## src/rtl/cfgrx_pkg.sv

```systemverilog
package cfgrx_pkg;

    localparam int BYTE_W        = 8;
    localparam int NUM_REGS      = 4;
    localparam int REG_IDX_W     = $clog2(NUM_REGS);
    localparam int FRAME_BYTES   = 10;
    localparam int FIRST_REG_POS = 6;
    localparam logic [BYTE_W-1:0] DEV_ADDR = 8'hD2;

    // Events on the bus, taken after synchronisation
    typedef struct packed {
        logic scl;
        logic sda;
        logic scl_rise;
        logic scl_fall;
        logic start;
        logic stop;
    } line_evt_t;

    typedef enum logic [2:0] {
        LK_IDLE,
        LK_BITS,
        LK_ACK_ARM,
        LK_ACK_HOLD,
        LK_SKIP
    } link_state_t;

    typedef struct packed {
        logic                 en;
        logic [REG_IDX_W-1:0] idx;
        logic [BYTE_W-1:0]    data;
    } reg_wr_t;

    function automatic logic [BYTE_W-1:0] reg_default(input int unsigned i);
        case (i)
            0:       return 8'h00;
            1:       return 8'h43;
            2:       return 8'hEF;
            3:       return 8'h13;
            default: return 8'h00;
        endcase
    endfunction

endpackage

```

## src/rtl/cfgrx_sync.sv

```systemverilog
module cfgrx_sync
    import cfgrx_pkg::*;
#(
    parameter int STAGES = 2
) (
    input  logic      clk,
    input  logic      rst,
    input  logic      scl_i,
    input  logic      sda_i,
    output line_evt_t evt
);
    localparam int TOP = STAGES - 1;

    logic [STAGES-1:0] scl_pipe;
    logic [STAGES-1:0] sda_pipe;
    logic              scl_prev;
    logic              sda_prev;

    always_ff @(posedge clk) begin
        if (rst) begin
            scl_pipe <= '1;
            sda_pipe <= '1;
            scl_prev <= 1'b1;
            sda_prev <= 1'b1;
        end else begin
            scl_pipe <= {scl_pipe[STAGES-2:0], scl_i};
            sda_pipe <= {sda_pipe[STAGES-2:0], sda_i};
            scl_prev <= scl_pipe[TOP];
            sda_prev <= sda_pipe[TOP];
        end
    end

    always_comb begin
        evt.scl      = scl_pipe[TOP];
        evt.sda      = sda_pipe[TOP];
        evt.scl_rise = scl_pipe[TOP] & ~scl_prev;
        evt.scl_fall = ~scl_pipe[TOP] & scl_prev;
        evt.start    = scl_pipe[TOP] & scl_prev & sda_prev & ~sda_pipe[TOP];
        evt.stop     = scl_pipe[TOP] & scl_prev & ~sda_prev & sda_pipe[TOP];
    end

    // A start or stop needs SCL held high, so it never coincides with an SCL edge
    assert_evt_exclusive_R7: assert property (@(posedge clk) disable iff (rst)
        $onehot0({evt.start, evt.stop, evt.scl_rise, evt.scl_fall}));

endmodule

```

## src/rtl/cfgrx_link.sv

```systemverilog
module cfgrx_link
    import cfgrx_pkg::*;
#(
    parameter logic [BYTE_W-1:0] ADDR        = DEV_ADDR,
    parameter int                FRAME_LEN   = FRAME_BYTES,
    parameter int                REG_POS     = FIRST_REG_POS
) (
    input  logic      clk,
    input  logic      rst,
    input  line_evt_t evt,
    output logic      sda_pull,
    output reg_wr_t   wr
);
    localparam int POS_W = $clog2(FRAME_LEN + 1);
    localparam int CNT_W = $clog2(BYTE_W);

    link_state_t       st;
    logic [CNT_W-1:0]  bit_cnt;
    logic [POS_W-1:0]  byte_pos;
    logic [BYTE_W-2:0] shreg;
    logic [BYTE_W-1:0] next_byte;
    logic              last_bit;
    logic              accept;

    assign next_byte = {shreg, evt.sda};
    assign last_bit  = (bit_cnt == CNT_W'(BYTE_W - 1));
    assign accept    = (byte_pos == '0) ? (next_byte == ADDR)
                                        : (byte_pos < POS_W'(FRAME_LEN));

    always_ff @(posedge clk) begin
        if (rst) begin
            st       <= LK_IDLE;
            bit_cnt  <= '0;
            byte_pos <= '0;
            shreg    <= '0;
            sda_pull <= 1'b0;
        end else if (evt.start) begin
            st       <= LK_BITS;
            bit_cnt  <= '0;
            byte_pos <= '0;
            sda_pull <= 1'b0;
        end else if (evt.stop) begin
            st       <= LK_IDLE;
            sda_pull <= 1'b0;
        end else begin
            case (st)
                LK_BITS: if (evt.scl_rise) begin
                    shreg <= next_byte[BYTE_W-2:0];
                    if (last_bit) begin
                        bit_cnt <= '0;
                        st      <= accept ? LK_ACK_ARM : LK_SKIP;
                    end else begin
                        bit_cnt <= bit_cnt + CNT_W'(1);
                    end
                end
                LK_ACK_ARM: if (evt.scl_fall) begin
                    sda_pull <= 1'b1;
                    st       <= LK_ACK_HOLD;
                end
                LK_ACK_HOLD: if (evt.scl_fall) begin
                    sda_pull <= 1'b0;
                    byte_pos <= byte_pos + POS_W'(1);
                    st       <= LK_BITS;
                end
                default: ;
            endcase
        end
    end

    always_comb begin
        wr.en   = (st == LK_BITS) && evt.scl_rise && last_bit
                  && !evt.start && !evt.stop
                  && (byte_pos >= POS_W'(REG_POS))
                  && (byte_pos <  POS_W'(FRAME_LEN));
        wr.idx  = REG_IDX_W'(byte_pos - POS_W'(REG_POS));
        wr.data = next_byte;
    end

    // The pull is switched only while SCL is low
    assert_pull_moves_scl_low_R5: assert property (@(posedge clk) disable iff (rst)
        (sda_pull != $past(sda_pull)) |-> !evt.scl);

    // No pull while a data bit is being sampled
    assert_no_pull_on_data_R9: assert property (@(posedge clk) disable iff (rst)
        (evt.scl_rise && st == LK_BITS) |-> !sda_pull);

endmodule

```

## src/rtl/cfgrx_regs.sv

```systemverilog
module cfgrx_regs
    import cfgrx_pkg::*;
(
    input  logic                           clk,
    input  logic                           rst,
    input  reg_wr_t                        wr,
    output logic [NUM_REGS-1:0][BYTE_W-1:0] q
);
    for (genvar g = 0; g < NUM_REGS; g++) begin : g_reg
        always_ff @(posedge clk) begin
            if (rst)
                q[g] <= reg_default(g);
            else if (wr.en && wr.idx == REG_IDX_W'(g))
                q[g] <= wr.data;
        end
    end

endmodule

```

## src/rtl/cfg_serial_rx.sv

```systemverilog
module cfg_serial_rx
    import cfgrx_pkg::*;
#(
    parameter logic [7:0] ADDR        = DEV_ADDR,
    parameter int         FRAME_LEN   = FRAME_BYTES,
    parameter int         REG_POS     = FIRST_REG_POS,
    parameter int         SYNC_STAGES = 2
) (
    input  logic       clk,
    input  logic       rst,
    input  logic       scl_i,
    input  logic       sda_i,
    output logic       sda_pull_o,
    output logic [7:0] ctrl0_o,
    output logic [7:0] ctrl1_o,
    output logic [7:0] ctrl2_o,
    output logic [7:0] ctrl3_o
);
    line_evt_t                      evt;
    reg_wr_t                        wr;
    logic [NUM_REGS-1:0][BYTE_W-1:0] ctrl_q;

    cfgrx_sync #(.STAGES(SYNC_STAGES)) u_sync (
        .clk   (clk),
        .rst   (rst),
        .scl_i (scl_i),
        .sda_i (sda_i),
        .evt   (evt)
    );

    cfgrx_link #(.ADDR(ADDR), .FRAME_LEN(FRAME_LEN), .REG_POS(REG_POS)) u_link (
        .clk      (clk),
        .rst      (rst),
        .evt      (evt),
        .sda_pull (sda_pull_o),
        .wr       (wr)
    );

    cfgrx_regs u_regs (
        .clk (clk),
        .rst (rst),
        .wr  (wr),
        .q   (ctrl_q)
    );

    assign ctrl0_o = ctrl_q[0];
    assign ctrl1_o = ctrl_q[1];
    assign ctrl2_o = ctrl_q[2];
    assign ctrl3_o = ctrl_q[3];

    // A register write happens only on the sampling edge of a byte's last bit
    assert_commit_on_rise_R8: assert property (@(posedge clk) disable iff (rst)
        wr.en |-> evt.scl_rise);

    // Without a write the control registers hold
    assert_regs_hold_R2: assert property (@(posedge clk) disable iff (rst)
        !wr.en |=> $stable(ctrl_q));

endmodule

```

## config.mk

```make
export PLATFORM = sky130hd
export DESIGN_NAME = cfg_serial_rx
export DESIGN_NICKNAME = d
export VERILOG_FILES = /design/src/rtl/cfgrx_pkg.sv /design/src/rtl/cfgrx_sync.sv /design/src/rtl/cfgrx_link.sv /design/src/rtl/cfgrx_regs.sv /design/src/rtl/cfg_serial_rx.sv
export SDC_FILE = /design/constraint.sdc
export NUM_CORES = 1
export LEC_CHECK = 0
export ABC_AREA = 1
export BUFFER_PORTS_ARGS = -buffer_cell sky130_fd_sc_hd__buf_2
export CAP_MARGIN = 5
export CELL_PAD_IN_SITES_DETAIL_PLACEMENT = 1
export CELL_PAD_IN_SITES_GLOBAL_PLACEMENT = 2
export CORE_MARGIN = 4
export CORE_UTILIZATION = 25
export CTS_CLUSTER_SIZE = 16
export DETAILED_ROUTE_END_ITERATION = 7
export GPL_ROUTABILITY_DRIVEN = 0
export GPL_TIMING_DRIVEN = 1
export PLACE_DENSITY = 0.75
export SYNTH_ARGS = -nofsm -noshare
export SYNTH_HDL_FRONTEND = slang
export SYNTH_SLANG_ARGS = --single-unit
```

## constraint.sdc

```tcl
create_clock -name clk -period 3 [get_ports clk]
set_input_delay 0.6 -clock clk [delete_from_list [all_inputs] [get_ports clk]]
set_output_delay 0.6 -clock clk [all_outputs]
set_load 0.02 [all_outputs]
```

==> results.toml <==
[run_status]
outcome = "finished, final reports clean"

[detailed_routing]
detail_route.first_pass.iterations = 4
routed.top_layer = "met4"
drc = 0
drt-total-wl_mm = 6.224
post_drt_wl_per_cell_um = 12.62
met1_length_mm = 2.947
met3_length_um = 234
routed_via_density = 4.276
detail_route.iter0.violations = 78
met2_layer_wire_length_in_the_routed_design_mm = 2.960
route.antenna.remaining_nets = 0
num_vias = 2108

[floorplanning]
placeable_area_um2 = 9328
die_y_um = 106.2
top_level_ports = 37
die-width_um = 106.2
start_util_pct = 25.86
row_count = 35
die_area_um2 = 11280

[place]
place_hpwl_mm = 4.553
port_buffer_count = 36
dp_slack_ns = 1.266
dp_cells = 485

[timing]
max_slew.worst_pin.slew_ns = 0.5355
setup_viol_count_final = 0
report.final.slew_viol_count = 0
slew_headroom_pct = 64.10
setup_tns_ns = 0
final_min_period_over_clock_period_pct = 57.65
maxClockFrequency_mhz = 578.2
rsz0062_at_grt = "no"
final_period_minus_worst_setup_slack_ns = 1.729
hold_viol = 0
worst_clock_skew_ns = 0.009673
fin_ws_ns = 1.271

[pwr]
net-switching-power_mw = 0.3013
ir_worst_vdd_uv = 170.1
power-per-cell-area_nw_per_um2 = 489.7
internal_power_mw = 1.098
switching_share_pct = 21.54
fin_total_pwr_mw = 1.399
leakage_nw = 1.463
clockPowerShare_pct = 42.9
p_comb_share_pct = 2.8
p_seq_share_pct = 54.2

[grt]
grt_use_total_pct = 11.62
grt_pass1_wl_mm = 10.49
antenna_found_initial = 0
vias_in_the_first_global_route = 2126
grt_ovf = 0
grt_start_max_net_pins = 42

[critical_path]
timing.critical_path.arrival_ns = 1.95
crit_path_end_kind = "flip-flop"
critical_path_class = "reg -> reg"
timing.critical_path.from_type = "flip-flop"
crit_path_max_fanout = 16
cp_data_required_time_ns = 3.22

[synthesis]
post_synth.cell_area_avg_um2 = 7.377
netlist.area_leader.share_pct = 46.47
netlist.top_cell.by_area = "dfxtp_1"
synth_top_family_by_area = "simple AND/OR/NAND/NOR gates"
synthTopCellsByArea = "dfxtp_1 46%, nand2_1 15%, nor2_1 9.0%"
ys_ff_latch = 56
syn-instance-count = 327
synth-compound-area-share_pct = 6.380
synthAdderAreaFrac_pct = 3.112
synth_cell_type_count = 26
post_synth_xor_area_fraction_pct = 0
synthesis.nets = 337
synthSimpleGateAreaFrac_pct = 36.51
synthMuxAreaShare_pct = 0
yosysWarningCount = 0
post_synth_instance_area_um2 = 2412
synth.yosys.seq_area_share_pct = 46.47

[clocking]
cts.reportedPaths.clkPinSlew_ns = 0.10
cts_resized = 0
clk_path_buf_depth = 2
buffer_count_from_post_cts_setup_fixing = 0
cts-htree-levels = 2
ctsRootBufferMaster = "clkbuf_8"
insertion_delay_ns = 0.32
cts.sinks = 56
cts_inserted_buffers = 5
cts_hold_repair.buffers = 0
clock_tree_from_tritoncts = "built"

[finish]
final_cell_mix = "97 x nand2_1, 58 x nor2_1, 56 x dfxtp_1"
final_common_cell = "nand2_1"
area.growth.synth_to_final_pct = 18.41
final_net_count = 373
insertedDiodeCount = 0
number_of_cells_in_the_finished_layout_apart_from_fillers = 493
final_layout_size_suffix_gt1_share_pct = 17.03

[worst_hold_path]
min-delay-path-class = "reg -> reg"

[job]
cap_viol_max_count = 0
[through the flow]
| step | instance area [um^2] | utilization, % | hold WS, ns |
|---|---|---|---|
| after floorplan | 2412 | - | 0.3895 |
| after global placement | 2719 | 29.15 | 0.3919 |
| after detailed placement | 2719 | 29.15 | 0.3972 |
| after CTS | 2856 | 30.62 | 0.4232 |
| after global routing | 2856 | 30.62 | 0.4369 |
| final | 2856 | 30.62 | 0.4196 |
[kinds of logic (layout without fill, tap and decap cells)]
kind of cell,count (synthesis),in the layout
DFF,56,56
AOI/OAI and AO/OA,28,28
adders and majority gates,6,6
buffers and inverters,45,82
and+or+nand+nor,192,192
[state kept, by name, summed over array words and instances (netlist names), 2 cells and up]
name / cells
u_link.st: 3
u_sync.sda_pipe: 2
u_link.shreg: 7
u_link.byte_pos: 4
u_regs.q: 32
u_link.bit_cnt: 3
u_sync.scl_pipe: 2
[worst paths after layout]
kind                            from            endpoint  slack (ns)  cells past startpoint
setup / recovery  u_link.byte_pos[0]         u_regs.q[0]        1.27                      8
setup reg to reg  u_link.byte_pos[0]         u_regs.q[0]        1.27                      8
hold reg to reg   u_sync.sda_pipe[0]  u_sync.sda_pipe[1]        0.42                      1
hold / removal    u_sync.sda_pipe[0]  u_sync.sda_pipe[1]        0.42                      1
[Yosys cell counts, drive strengths merged]
cell / number
nand2: 97
nor2: 60
dfxtp: 56
inv: 36
nand3: 21
a21oi: 15
o21ai: 12
ha: 6
buf: 5
nand4: 5
nor3: 4
or2: 4
clkbuf: 3
a211oi: 1
clkinv: 1
nand3b: 1
[critical path: stages (launching register included)]
cell and delay [ns]:
dfxtp_1 0.43, inv_1 0.11, ha_1 0.27, nand2_1 0.10, nand3_2 0.22, nand4_4 0.30, nand2_1 0.09, nand2_1 0.07
nor2_1 0.04
[layer usage]
layer / vias up / GRT usage, %
li1: 1085 / -
met1: 986 / 14.99
met2: 31 / 19.77
met3: 6 / 1.943
met4: 0 / 3.608
met5: - / 0
[area by class of cell]
cell class | count | area [um^2]
clock inverter | 3 | 68.82
sequential | 56 | 1121
fill | 1163 | 6471
tap | 129 | 161.4
inverter | 37 | 138.9
timing repair buffer | 37 | 187.7
clock buffer | 5 | 68.82
multi-input combinational | 226 | 1110
[power by group through the flow]
stage / combinational (mW) / clock [mW] / sequential, mW
finish: 0.0398 / 0.601 / 0.758
global route: 0.0446 / 0.656 / 0.760
CTS: 0.0408 / 0.620 / 0.759
detailed placement: 0.0408 / 0 / 0.776
global placement: 0.0406 / 0 / 0.776
floorplan: 0.0298 / 0 / 0.772
Power figures use the tool's default switching activity.
